==> config.mk <==
export PLATFORM = sky130hd
export DESIGN_NAME = wbwt_line_ctrl
export DESIGN_NICKNAME = d
export VERILOG_FILES = /design/src/rtl/wbwt_line_ctrl.sv
export SDC_FILE = /design/constraint.sdc
export NUM_CORES = 1
export LEC_CHECK = 0
export CAP_MARGIN = 30
export CORE_MARGIN = 5
export CORE_UTILIZATION = 55
export CTS_CLUSTER_SIZE = 10
export DETAILED_ROUTE_END_ITERATION = 8
export DONT_BUFFER_PORTS = 1
export PLACE_DENSITY = 0.7
export SLEW_MARGIN = 20
export SYNTH_ARGS = -nofsm -noshare
export SYNTH_HDL_FRONTEND = slang
export SYNTH_SLANG_ARGS = --single-unit
==> constraint.sdc <==
create_clock -name clk -period 5.12 [get_ports clk]
set_input_delay 0 -clock clk [delete_from_list [all_inputs] [get_ports clk]]
set_output_delay 0 -clock clk [all_outputs]
set_load 0.01 [all_outputs]
==> src/rtl/wbwt_line_ctrl.sv <==
module wbwt_line_ctrl #(
  parameter int LINES = 16,
  parameter int BEATS = 4,
  localparam int IW = (LINES > 1) ? $clog2(LINES) : 1,
  localparam int BW = $clog2(BEATS + 1)
) (
  input  logic          clk,
  input  logic          rst_n,
  input  logic          req_valid,
  input  logic [2:0]    req_op,
  input  logic [IW-1:0] req_idx,
  input  logic          req_cacheable,
  input  logic          req_pwt,
  input  logic          brdy_n,
  input  logic          na_n,
  input  logic          pol_wb,
  input  logic [IW-1:0] look_idx,
  output logic          busy,
  output logic          bus_req,
  output logic          bus_write,
  output logic          bus_burst,
  output logic          wb_req,
  output logic          upd_vld,
  output logic [IW-1:0] upd_idx,
  output logic [1:0]    upd_state,
  output logic [1:0]    look_state
);

  localparam logic [1:0] S_I = 2'b00, S_S = 2'b01, S_E = 2'b10, S_M = 2'b11;
  localparam logic [2:0] OP_RD = 3'd0, OP_WR = 3'd1, OP_SNP = 3'd2, OP_FL = 3'd3;

  typedef enum logic [1:0] {PH_IDLE, PH_BUS, PH_WB} phase_t;

  phase_t        ph;
  logic [1:0]    st [LINES];
  logic [2:0]    op_q;
  logic [IW-1:0] idx_q;
  logic          pwt_q, cache_q, samp_q, cap_q, pol_q, burst_q, wr_q;
  logic [1:0]    cur_q;
  logic [BW-1:0] beat_q;

  wire           accept = (ph == PH_IDLE) && req_valid;
  wire [1:0]     cur    = st[req_idx];
  wire           strobe = !brdy_n || !na_n;
  wire [BW-1:0]  need   = burst_q ? BW'(BEATS) : BW'(1);
  wire           last   = !brdy_n && (beat_q == need - 1'b1);
  wire           pol_e  = cap_q ? pol_q : pol_wb;
  wire [1:0]     fill   = (pol_e && !pwt_q) ? S_E : S_S;
  wire           fills  = ((op_q == OP_RD) && cache_q && (cur_q == S_I)) ||
                          ((op_q == OP_WR) && (cur_q == S_S));
  wire [1:0]     bus_res = fills ? fill : cur_q;

  assign busy       = (ph != PH_IDLE);
  assign bus_req    = (ph != PH_IDLE);
  assign bus_write  = (ph == PH_WB) || ((ph == PH_BUS) && wr_q);
  assign bus_burst  = (ph == PH_WB) || ((ph == PH_BUS) && burst_q);
  assign wb_req     = (ph == PH_WB);
  assign look_state = st[look_idx];

  always_ff @(posedge clk) begin
    if (!rst_n) begin
      ph        <= PH_IDLE;
      op_q      <= OP_RD;
      idx_q     <= '0;
      pwt_q     <= 1'b0;
      cache_q   <= 1'b0;
      samp_q    <= 1'b0;
      cap_q     <= 1'b0;
      pol_q     <= 1'b0;
      burst_q   <= 1'b0;
      wr_q      <= 1'b0;
      cur_q     <= S_I;
      beat_q    <= '0;
      upd_vld   <= 1'b0;
      upd_idx   <= '0;
      upd_state <= S_I;
      for (int i = 0; i < LINES; i++) st[i] <= S_I;
    end else begin
      upd_vld <= 1'b0;
      case (ph)
        PH_IDLE: if (accept) begin
          op_q    <= req_op;
          idx_q   <= req_idx;
          pwt_q   <= req_pwt;
          cache_q <= req_cacheable;
          cur_q   <= cur;
          cap_q   <= 1'b0;
          beat_q  <= '0;
          samp_q  <= 1'b0;
          burst_q <= 1'b0;
          wr_q    <= 1'b0;
          upd_idx <= req_idx;
          case (req_op)
            OP_RD: begin
              if (cur != S_I) begin
                upd_vld   <= 1'b1;
                upd_state <= cur;
              end else begin
                ph      <= PH_BUS;
                samp_q  <= 1'b1;
                burst_q <= req_cacheable;
              end
            end
            OP_WR: begin
              if (cur == S_E || cur == S_M) begin
                st[req_idx] <= S_M;
                upd_vld     <= 1'b1;
                upd_state   <= S_M;
              end else begin
                ph     <= PH_BUS;
                samp_q <= 1'b1;
                wr_q   <= 1'b1;
              end
            end
            OP_SNP, OP_FL: begin
              if (cur == S_M) begin
                ph <= PH_WB;
              end else begin
                st[req_idx] <= S_I;
                upd_vld     <= 1'b1;
                upd_state   <= S_I;
              end
            end
            default: ph <= PH_BUS;
          endcase
        end
        PH_BUS: begin
          if (samp_q && !cap_q && strobe) begin
            cap_q <= 1'b1;
            pol_q <= pol_wb;
          end
          if (!brdy_n) beat_q <= beat_q + 1'b1;
          if (last) begin
            ph         <= PH_IDLE;
            st[idx_q]  <= bus_res;
            upd_vld    <= 1'b1;
            upd_state  <= bus_res;
          end
        end
        PH_WB: begin
          if (!brdy_n) beat_q <= beat_q + 1'b1;
          if (!brdy_n && (beat_q == BW'(BEATS - 1))) begin
            ph        <= PH_IDLE;
            st[idx_q] <= S_I;
            upd_vld   <= 1'b1;
            upd_state <= S_I;
          end
        end
        default: ph <= PH_IDLE;
      endcase
    end
  end

  AST_RESET_QUIET: assert property (@(posedge clk) !rst_n |=> !busy && !upd_vld && !wb_req);
  AST_POL_HELD: assert property (@(posedge clk) disable iff (!rst_n)
    (ph == PH_BUS && cap_q && $past(ph == PH_BUS && cap_q)) |-> $stable(pol_q));
  AST_NO_SAMPLE_WB: assert property (@(posedge clk) disable iff (!rst_n)
    (ph == PH_WB) |-> !cap_q);
  AST_SHARED_WRITE_BUS: assert property (@(posedge clk) disable iff (!rst_n)
    (accept && req_op == OP_WR && cur == S_S) |=> bus_req && bus_write && !bus_burst);
  AST_EXCL_TO_MOD: assert property (@(posedge clk) disable iff (!rst_n)
    (accept && req_op == OP_WR && cur == S_E) |=> upd_vld && upd_state == S_M && !bus_req);
  AST_MOD_STAYS: assert property (@(posedge clk) disable iff (!rst_n)
    (accept && req_op == OP_WR && cur == S_M) |=> upd_vld && upd_state == S_M && !bus_req);
  AST_MOD_WRITEBACK: assert property (@(posedge clk) disable iff (!rst_n)
    (accept && (req_op == OP_SNP || req_op == OP_FL) && cur == S_M) |=> wb_req && bus_burst && bus_write);
  AST_CLEAN_INVAL: assert property (@(posedge clk) disable iff (!rst_n)
    (accept && (req_op == OP_SNP || req_op == OP_FL) && cur != S_M) |=> upd_vld && upd_state == S_I && !bus_req);
  AST_UPD_IDLE: assert property (@(posedge clk) disable iff (!rst_n)
    upd_vld |-> !busy);

endmodule

==> impl_metrics.env <==
export IMPL_status="finished clean"
export IMPL_antenna_found_initial=0
export IMPL_power_total_mw=1.003
export IMPL_first_pass_iters=5
export IMPL_die_w_um=91.18
export IMPL_cts_resized=0
export IMPL_rsz0062_at_grt="false"
export IMPL_timing_rr_end="st[7][0]"
export IMPL_crit_fanout=9
export IMPL_synth_area_sq_um=3625
export IMPL_r2r_start="st[10][0]"
export IMPL_row_count=29
export IMPL_final_nets=401
export IMPL_num_antenna_cells=0
export IMPL_slew_headroom_pct=34.86
export IMPL_grt_overflow_total=0
export IMPL_final_area_sq_um=3845
export IMPL_wl_per_cell_um=19.57
export IMPL_required_ps=5120
export IMPL_start_util_pct=56.76
export IMPL_fp_dieH_um=91.18
export IMPL_skew_ps=5.268
export IMPL_cp_common_cell="a21oi_2"
export IMPL_drtIter0Drc=291
export IMPL_gp_routability_congestion=0.8724
export IMPL_finalCritPeriodShare_pct=51.04
export IMPL_synth_edf_count=32
export IMPL_timing_reg2reg_setup_slack_ps=2510
export IMPL_p_leak_nw=1.315
export IMPL_cp_end_kind="flop"
export IMPL_io_pins=33
export IMPL_htreeDepth=2
export IMPL_max_stage_delay_ps=500
export IMPL_dieArea_sq_um=8314
export IMPL_arrival_ps=2610
export IMPL_synth_cells=379
export IMPL_crit_path_end="st[7][0]"
export IMPL_final_util_pct=60.21
export IMPL_drive_above_1_share_pct=12.20
export IMPL_peakVddDrop_mv=0.1657
export IMPL_critPathLaunchType="flop"
export IMPL_synth_cell_type_count=47
export IMPL_drc=0
export IMPL_cts_tree="yes"
export IMPL_finalHoldViolations=0
export IMPL_crit_type="flop to flop"
export IMPL_dp_hpwl_um=6321
export IMPL_grt_pass1_wl_um=14480
export IMPL_port_buffers=0
export IMPL_cp_startpoint="st[10][0]"
export IMPL_layout_common_cells="nor2_1, nand2_1, edfxtp_1"
export IMPL_avgSynthCellArea_sq_um=9.564
export IMPL_cts_buffer_depth=2
export IMPL_finalSetupViolations=0
export IMPL_yosys_warnings=0
export IMPL_grt_pass1_vias=2854
export IMPL_numCtsBuffers=5
export IMPL_r2r_cells=7
export IMPL_min_delay_path_class="input pin to flop"
export IMPL_ys_seq_elements=56
export IMPL_viasPerCell=6.502
export IMPL_fmax_ghz=0.3827
export IMPL_worstMarginPinSlew_ps=973.8
export IMPL_cp_cell_sequence="mux4_1, mux2_2, o21a_1, a21oi_2, a21oi_2, buf_6, o221ai_1"
export IMPL_tns_ps=0
export IMPL_groute_usage_overall_pct=21.59
export IMPL_grt_max_degree=33
export IMPL_clkSinkCount=56
export IMPL_async_flop_share_pct=0
export IMPL_final_max_slew_viol_count=0
export IMPL_root_buffer="clkbuf_8"
export IMPL_fin_crit_ps=2613
export IMPL_placed_area_sq_um=3608
export IMPL_area_delta_synth_final_pct=6.075
export IMPL_nFillCells=583
export IMPL_clk_latency_ps=310
export IMPL_cp_slowest_cell="mux4_1"
export IMPL_clk_pin_slew_ps=100
export IMPL_synthFlopType="edfxtp_1"
export IMPL_coreArea_sq_um=6386
export IMPL_maxCapViolations=0
export IMPL_vias=2952
export IMPL_p_per_area_nw_per_um2=261.0
export IMPL_final_common_cell="nor2_1"
export IMPL_wl_um=8885
export IMPL_ys_seq_area_share_pct=39.77
export IMPL_postRouteAntennaNets=0
export IMPL_syn_nets=404
-- worst max-delay path: cells and delay by family, from the launching register on --
kind	cells	cell delay, ps
compound gates	4	820
flops	1	430
buf+inv	1	240
mux	2	820
-- metrics by stage --
step | cells | worst slack [ps] | hold WS (ps)
CTS | 453 | 2288 | 34.18
global route | 454 | 2348 | 56.48
detailed placement | 431 | 2316 | 147.7
finish | 454 | 2507 | 48.68
floorplan | 379 | 2886 | 136.0
global placement | 431 | 2427 | 139.4
-- layer usage --
metal | global-route usage [%] | vias to the layer above | wire length, um | share of wire (%)
li1 | - | 1407 | - | -
met1 | 27.66 | 1415 | 3731 | 42
met2 | 36.12 | 113 | 4300 | 48
met3 | 5.041 | 17 | 655 | 7.4
met4 | 6.968 | 0 | 197 | 2.2
met5 | 0 | - | 0 | 0
-- layout make-up --
| class | instances | area, sq um | area share, % |
|---|---|---|---|
| tap | 77 | 96.34 | 2.506 |
| timing repair buffer | 17 | 166.4 | 4.328 |
| multi-input combinational | 287 | 2022 | 52.59 |
| sequential | 56 | 1441 | 37.49 |
| clock buffer | 7 | 76.32 | 1.985 |
| clock inverter | 1 | 8.758 | 0.2278 |
| inverter | 9 | 33.78 | 0.8786 |
-- where the power goes --
part	leakage [nW]	switching, mW	total, mW	internal (mW)
sequential	0.527	0.0241	0.526	0.501
combinational	0.746	0.144	0.236	0.0918
clock	0.0424	0.144	0.242	0.0982
-- logic make-up (layout without fill, tap and decap cells) --
kind of cell	Yosys count	after routing	share of synthesized area, %
flip-flops	56	56	39.77
AO/OA/AOI/OAI	83	83	17.33
AND/OR/NAND/NOR	170	170	22.13
adder cells (fa/ha/maj)	6	6	2.071
buffers and inverters	36	34	4.452
multiplexers	28	28	14.26
-- state kept, by name, summed over array words and instances, names as in the netlist --
register	cells
cur_q	2
pwt_q	1
upd_state	2
cap_q	1
ph	2
wr_q	1
upd_vld	1
beat_q	3
pol_q	1
samp_q	1
op_q	3
burst_q	1
idx_q	4
st	32
cache_q	1
-- cell usage after synthesis, types with 2 or more instances --
cell | n | area, sq um
inv_1 | 9 | 33.78
clkbuf_1 | 18 | 67.56
o211ai_1 | 2 | 15.01
mux4_2 | 16 | 360.4
a211oi_1 | 4 | 30.03
nor2b_1 | 4 | 25.02
o21ai_2 | 2 | 17.52
buf_2 | 3 | 15.01
o21ai_0 | 19 | 95.09
nand4_1 | 2 | 12.51
a21oi_1 | 21 | 105.1
o221ai_1 | 6 | 52.55
nand3b_1 | 3 | 22.52
a21oi_2 | 2 | 17.52
dfxtp_1 | 24 | 480.5
o221ai_2 | 10 | 150.1
nor2_1 | 61 | 229.0
and3_1 | 18 | 112.6
mux2_2 | 3 | 33.78
a31oi_1 | 3 | 18.77
nand2b_1 | 11 | 68.82
mux2i_1 | 7 | 70.07
nor4_1 | 6 | 37.54
nor3_1 | 17 | 85.08
ha_1 | 6 | 75.07
a21o_1 | 3 | 22.52
nand3_1 | 4 | 20.02
edfxtp_1 | 32 | 960.9
a211o_1 | 2 | 17.52
and2_1 | 4 | 25.02
mux4_1 | 2 | 52.55
buf_4 | 4 | 30.03
nand2_1 | 36 | 135.1
o31ai_1 | 2 | 15.01
-- repair_timing --
item,4_1_cts,5_1_grt
hold buffers,14,0
buffers inserted,0,0
endpoints found under the hold margin,52,0
-- worst min path at each step --
stage                     endpoint  cells after the start          start
after floorplan            cache_q                      2  req_cacheable
final                      burst_q                      4      req_op[2]
after global routing       burst_q                      4      req_op[2]
after global placement       pwt_q                      2        req_pwt
after CTS                  burst_q                      4      req_op[2]
after detailed placement   op_q[0]                      2      req_op[0]
Note: power is estimated with default switching activity, not from simulation.
